<file path="src/rtl/segxlat.sv">
module segxlat #(
  parameter int SEG_BITS = 2,
  parameter int OFF_BITS = 12,
  parameter int PA_BITS  = 16
) (
  input  logic                         clk,
  input  logic                         rst_n,
  input  logic                         cfg_we,
  input  logic [SEG_BITS-1:0]          cfg_idx,
  input  logic [PA_BITS-1:0]           cfg_base,
  input  logic [OFF_BITS:0]            cfg_len,
  input  logic [2:0]                   cfg_perm,
  input  logic                         cfg_valid,
  input  logic                         req_valid,
  output logic                         req_ready,
  input  logic [SEG_BITS+OFF_BITS-1:0] req_vaddr,
  input  logic [1:0]                   req_type,
  output logic                         rsp_valid,
  input  logic                         rsp_ready,
  output logic [PA_BITS-1:0]           rsp_paddr,
  output logic [1:0]                   rsp_fault
);
  localparam int NSEG    = 1 << SEG_BITS;
  localparam int VA_BITS = SEG_BITS + OFF_BITS;
  localparam logic [1:0] F_NONE = 2'd0, F_ABSENT = 2'd1, F_BOUNDS = 2'd2, F_PERM = 2'd3;

  logic [PA_BITS-1:0]  base_q [NSEG];
  logic [OFF_BITS:0]   len_q  [NSEG];
  logic [2:0]          perm_q [NSEG];
  logic [NSEG-1:0]     vld_q;

  logic [SEG_BITS-1:0] seg;
  logic [OFF_BITS-1:0] off;
  logic                in_bounds, allowed, take;
  logic [1:0]          fault_d;
  logic [PA_BITS-1:0]  sum;

  assign seg       = req_vaddr[VA_BITS-1:OFF_BITS];
  assign off       = req_vaddr[OFF_BITS-1:0];
  assign in_bounds = {1'b0, off} < len_q[seg];
  assign sum       = base_q[seg] + PA_BITS'(off);
  assign req_ready = !rsp_valid || rsp_ready;
  assign take      = req_valid && req_ready;

  always_comb begin
    case (req_type)
      2'd0:    allowed = perm_q[seg][0];
      2'd1:    allowed = perm_q[seg][1];
      2'd2:    allowed = perm_q[seg][2];
      default: allowed = 1'b0;
    endcase
    if (!vld_q[seg])     fault_d = F_ABSENT;
    else if (!in_bounds) fault_d = F_BOUNDS;
    else if (!allowed)   fault_d = F_PERM;
    else                 fault_d = F_NONE;
  end

  always_ff @(posedge clk or negedge rst_n) begin
    if (!rst_n) begin
      vld_q <= '0;
      for (int i = 0; i < NSEG; i++) begin
        base_q[i] <= '0;
        len_q[i]  <= '0;
        perm_q[i] <= '0;
      end
    end else if (cfg_we) begin
      vld_q[cfg_idx]  <= cfg_valid;
      base_q[cfg_idx] <= cfg_base;
      len_q[cfg_idx]  <= cfg_len;
      perm_q[cfg_idx] <= cfg_perm;
    end
  end

  always_ff @(posedge clk or negedge rst_n) begin
    if (!rst_n) begin
      rsp_valid <= 1'b0;
      rsp_paddr <= '0;
      rsp_fault <= F_NONE;
    end else if (take) begin
      rsp_valid <= 1'b1;
      rsp_fault <= fault_d;
      rsp_paddr <= (fault_d == F_NONE) ? sum : '0;
    end else if (rsp_ready) begin
      rsp_valid <= 1'b0;
    end
  end
endmodule


</file>
<file path="config.mk">
export PLATFORM = sky130hd
export DESIGN_NAME = segxlat
export DESIGN_NICKNAME = d
export VERILOG_FILES = /design/src/rtl/segxlat.sv
export SDC_FILE = /design/constraint.sdc
export NUM_CORES = 1
export LEC_CHECK = 0
export BUFFER_PORTS_ARGS = -buffer_cell sky130_fd_sc_hd__buf_2
export CAP_MARGIN = 20
export CORE_AREA = 2 2 125 127
export CTS_BUF_LIST = sky130_fd_sc_hd__clkbuf_2
export CTS_CLUSTER_DIAMETER = 40
export DETAILED_ROUTE_END_ITERATION = 8
export DIE_AREA = 0 0 127 129
export PLACE_DENSITY = 0.68
export RECOVER_POWER = 50
export SLEW_MARGIN = 20
export SYNTH_ARGS = -nofsm -noshare
export SYNTH_HDL_FRONTEND = slang
export SYNTH_SLANG_ARGS = --single-unit
</file>
<file path="constraint.sdc">
create_clock -name clk -period 4.1 [get_ports clk]
set_input_delay 0.82 -clock clk [delete_from_list [all_inputs] [get_ports clk]]
set_output_delay 0.82 -clock clk [all_outputs]
set_load 0.005 [all_outputs]
</file>
* Word level (Yosys, flattened, before mapping) *
Index checks and enable logic that the tools add are counted.

word-level totals
  bits in registers = 151
  bits of input ports = 56
  output and inout port bits = 20
  logic and storage cells = 66

cells by class
  $add $sub $neg = 1
  $lt $le $gt $ge = 7
  equality and inequality tests = 2
  multiplexer cells = 30
  bitwise gates (word level) = 2
  reductions and logical operators = 8

operators by type and width
  kind                                                                          number
  64-bit bitwise mux                                                            1
  16-bit two-way mux                                                            4
  52-bit bitwise mux                                                            1
  13-bit two-way mux                                                            3
  16-bit binary-select mux with 2-bit select                                    1
  16-bit demux with 2-bit select                                                1
  13-bit binary-select mux with 2-bit select                                    1
  13-bit demux with 2-bit select                                                1
  16-bit by 12-bit adder with 16-bit output                                     1
  12-bit by 13-bit less-than comparator with 1-bit output                       1
  12-bit bitwise mux                                                            1
  3-bit two-way mux                                                             3
  3-bit binary-select mux with 2-bit select                                     1
  3-bit demux with 2-bit select                                                 1
  3-bit greater-or-equal comparator, second input constant                      2
  2-bit by 3-bit less-than comparator with 1-bit output, second input constant  2
  2-bit two-way mux                                                             3
  2-bit inverter with 3-bit output                                              2
  4-bit bitwise mux                                                             1
  2-bit logical NOT                                                             2
  1-bit two-way mux                                                             4
  1-bit logical AND                                                             3
  3-bit by 1-bit less-than comparator with 1-bit output, second input constant  1
  1-bit one-hot mux with 3 select lines                                         1
  other kinds (8)                                                               8

* Logic depth before layout (Yosys ltp) *
  word-level depth = 10
  gate-level depth with buffers = 13
  depth with buffers taken out = 9

* Worst setup path before layout *
OpenSTA, ideal clock, no wires.

  kind = input to register
  from = in req_vaddr[12]
  to = reg rsp_paddr[11]
  library setup time = 126 ps
  arrival = 3546 ps
  data required time = 3974 ps
  path slack = 429 ps
  cell stages on the path = 11
  buffers on the path = 3
  cells stage by stage = buf_6 -> buf_4 -> buf_2 -> mux4_2 -> ha_1 -> a21o_1 -> or2_2 -> o31ai_1 -> nor3_1 -> a311oi_1 -> o21ai_1

on the way
  cells in the longest elaborated chain, start to end = 10

RTL lines
  element                                                                                                          line  source
  from (decl)                                                                                                      16    input logic [SEG_BITS+OFF_BITS-1:0] req_vaddr,
  parallel branches: the longest is 9 deep, another holds 12-bit by 13-bit less-than comparator with 1-bit output  n/a
  16-bit two-way mux *                                                                                             82    rsp_paddr <= (fault_d == F_NONE) ? sum : '0;
  to (signal assigned)                                                                                             82
  to (decl)                                                                                                        20    output logic [PA_BITS-1:0] rsp_paddr,

Every way passes the cells marked *. The select of a mux whose other input is x is not followed.
A chain may end at the register's enable or synchronous reset.

* Worst setup path in the final report *
  from = in req_vaddr[12]
  to = reg rsp_paddr[2]

The elaborated chain is that of the path after synthesis.

==> flow_summary.ini <==
[sta]
setup_violations = 0
worst_slew_pin_slew_ns = 2.91
max-slew-margin-rel_pct = -93.9
min_period_over_period_pct = 77.0
finClkSkew_ns = 0.0173
finalHoldViolCount = 0
layout_min_cycle_time_ns = 3.16
slew_violations = 154
rsz0062_at_grt = false
fmax_mhz = 317
fin_tns_setup_ns = 0

[setup_path]
slowest_stage = mux4_2
cp_data_arrival_time_ns = 3.80
rr_endpoint = rsp_paddr[2]$_DFFE_PN0P_
end_kind = flop
reg2reg_slack_ns = 1.13
path_buf_inv = 3
critical_path.max_fanout = 15
worstReg2RegStart = len_q[49]$_DFFE_PN0P_
path_delay_family = compound AO/OA/AOI/OAI gates
worstSetupStartpointType = input pin
crit_type = input pin to flop
cp.depth = 11
crit_chain = buf_2 -> buf_12 -> mux4_2 -> inv_1 -> ha_1 -> a21oi_1 -> nor2_1 -> a2111oi_0 -> a211o_1 -> nand3_2 -> o31ai_1
ff2ff_path_depth = 9
critPathRequiredTime_ns = 4.75
cpPeakStageDelay_ns = 0.52

[logic_synthesis]
synth_nets = 601
synthAdderAreaFrac_pct = 4.17
synth_area_um2 = 7370
ys_ff_latch = 151
ys_async_sr_fraction_pct = 100
ys_types = 46
synthSimpleGateAreaFrac_pct = 4.31
syn_inst = 521
synth_compound_area_share_pct = 5.97
ys.flop_type = dfrtp_1
synth-edff-count = 0
synth_xor_area_share_pct = 1.43
seq_area_frac_synth_pct = 51.2
synth_top_family_by_area = multiplexers
yosys_warnings = 0
synthMuxAreaShare_pct = 30.6
avgSynthCellArea_um2 = 14.2

[die]
rows = 45
chipHeight_um = 129
initial_core_util_pct = 49.2
dieWidth_um = 127
fp.dieArea_um2 = 16400
core_region_area_um2 = 15000
io-pin-count = 76

[detailed_routing]
wl_um = 15900
drc = 0
top_layer = met4
routed-via-count = 4616
met3WireLength_um = 633
wire_per_inst_um = 19.6
wl_met1_um = 7150
wl_met2_um = 7920
ant_nets = 0
drt_pass1_iterations = 4
drt_iter0_drc = 233
vias_per_cell = 5.71

[global_routing]
grt_pass1_wl_um = 26000
overflow = 0
antenna_found_initial = 3
grtUsageTotal_pct = 20.9
grt_pass1_vias = 5030
grt_max_degree = 120

[run_status]
violations = max-capacitance violations, max-slew violations
status = finished, violations left

[clock_tree]
htreeDepth = 4
post_cts_buffers = 0
clk_pin_slew_worst_paths_ns = 0.20
cts_tree = yes
insertion_delay_ns = 0.73
numCtsBuffers = 17
cts.sink_count = 151
clockBufferDepth = 2
cts_resized = 0
root_buffer = clkbuf_2
hold_buffers = 0

[finish]
fin_nets = 685
layout_commonest_cell = dfrtp_1
syn_to_final_growth_pct = 11.1
layout-drive-gt1-share_pct = 46.8
fin_cells = 809
fin_util_pct = 54.7
fill_cells = 1259
layout_common_cells = dfrtp_1 (151), mux2_2 (132), buf_2 (73)
fin_area_um2 = 8200

[place]
port_buffers = 75
dp_hpwl_um = 11100
gp_congestion = 0.857
placed_area_um2 = 8000
place_inst = 774

[hold_path]
min-delay-start = req_valid
min_path_cells = 2
hold_class = input pin to flop
min_to = rsp_valid$_DFFE_PN0P_

[pwr]
vdd_drop_max_v = 0.000191
leakage_nw = 3.70
power.density_nw_per_um2 = 453

[run]
cap_violations = 2
-- cells in the mapped netlist, drive strengths merged (2+ instances only) --
| cell type | n | area, µm² |
|---|---|---|
| nor3 | 2 | 10.0 |
| xor2 | 8 | 70.1 |
| nand2b | 2 | 12.5 |
| nand4 | 3 | 18.8 |
| and2 | 2 | 12.5 |
| nand3b | 3 | 22.5 |
| buf | 8 | 53.8 |
| dfrtp | 151 | 3780 |
| o21a | 2 | 15.0 |
| mux4 | 33 | 758 |
| a21o | 7 | 52.6 |
| nor2 | 7 | 26.3 |
| o211ai | 4 | 30.0 |
| nor2b | 2 | 12.5 |
| o21ai | 14 | 88.8 |
| nand2 | 33 | 124 |
| a31oi | 2 | 12.5 |
| xnor2 | 4 | 35.0 |
| inv | 15 | 56.3 |
| clkbuf | 16 | 60.1 |
| ha | 23 | 288 |
| o31ai | 8 | 90.1 |
| mux2 | 132 | 1490 |
| nand3 | 7 | 40.0 |
| a21oi | 18 | 90.1 |
| or2 | 3 | 18.8 |
-- worst max path at each step --
stage                  startpoint                        end  slack, ns
floorplan           req_vaddr[12]  rsp_paddr[11]$_DFFE_PN0P_       0.43
global placement    req_vaddr[12]   rsp_paddr[2]$_DFFE_PN0P_       0.27
detailed placement  req_vaddr[12]   rsp_paddr[2]$_DFFE_PN0P_       0.16
CTS                 req_vaddr[12]   rsp_paddr[2]$_DFFE_PN0P_       0.97
global route                rst_n       len_q[2]$_DFFE_PN0P_       0.47
finish              req_vaddr[12]   rsp_paddr[2]$_DFFE_PN0P_       0.94
-- power by group --
| group | switching (mW) | internal [mW] | total (mW) | leakage (nW) |
|---|---|---|---|---|
| Clock | 0.514 | 0.270 | 0.784 | 0.139 |
| Sequential | 0.137 | 1.76 | 1.90 | 1.82 |
| Combinational | 0.484 | 0.543 | 1.03 | 1.75 |
-- stage by stage --
step                worst slack, ns  power, mW  hold slack [ns]
floorplan                     0.429       2.64            0.470
CTS                           0.975       3.74            0.227
global placement              0.273       2.90            0.459
detailed placement            0.162       2.96            0.463
global route                  0.474       3.94            0.247
finish                        0.944       3.71            0.291
-- worst register-to-register path: stages (launching register included) --
cell,delay (ns)
dfrtp_1,0.43
mux4_2,0.45
inv_1,0.08
ha_1,0.24
a21o_1,0.16
a21o_1,0.19
a2111oi_0,0.40
a211o_1,0.31
nand3_2,0.32
o31ai_1,0.33
-- cell type report --
class / count / area, µm² / area share [%]
Antenna cell: 3 / 7.51 / 0.0916
Sequential cell: 151 / 3780 / 46.1
Multi-Input combinational cell: 331 / 3430 / 41.9
Inverter: 15 / 56.3 / 0.687
Clock inverter: 13 / 113 / 1.37
Timing Repair Buffer: 89 / 480 / 5.86
Clock buffer: 19 / 95.1 / 1.16
Tap cell: 188 / 235 / 2.87
-- sequential cells by signal (all words and copies together) (netlist names) --
name,cells
vld_q,4
base_q,64
rsp_fault,2
rsp_paddr,16
len_q,52
perm_q,12
rsp_valid,1
-- metal layers --
layer  global-route usage, %  up-vias
met1                    27.0     2380
met4                    6.08        0
met2                    35.6      101
met5                       0        -
met3                    4.74       14
li1                        -     2121
-- cell families after synthesis --
| kind of cell | Yosys count |
|---|---|
| muxes | 166 |
| DFF | 151 |
| and+or+nand+nor | 67 |
| AOI/OAI and AO/OA | 62 |
| buffers and inverters | 39 |
| adders and majority gates | 24 |
| xor gates and xnor gates | 12 |
Note: power is estimated with default switching activity, not from simulation.
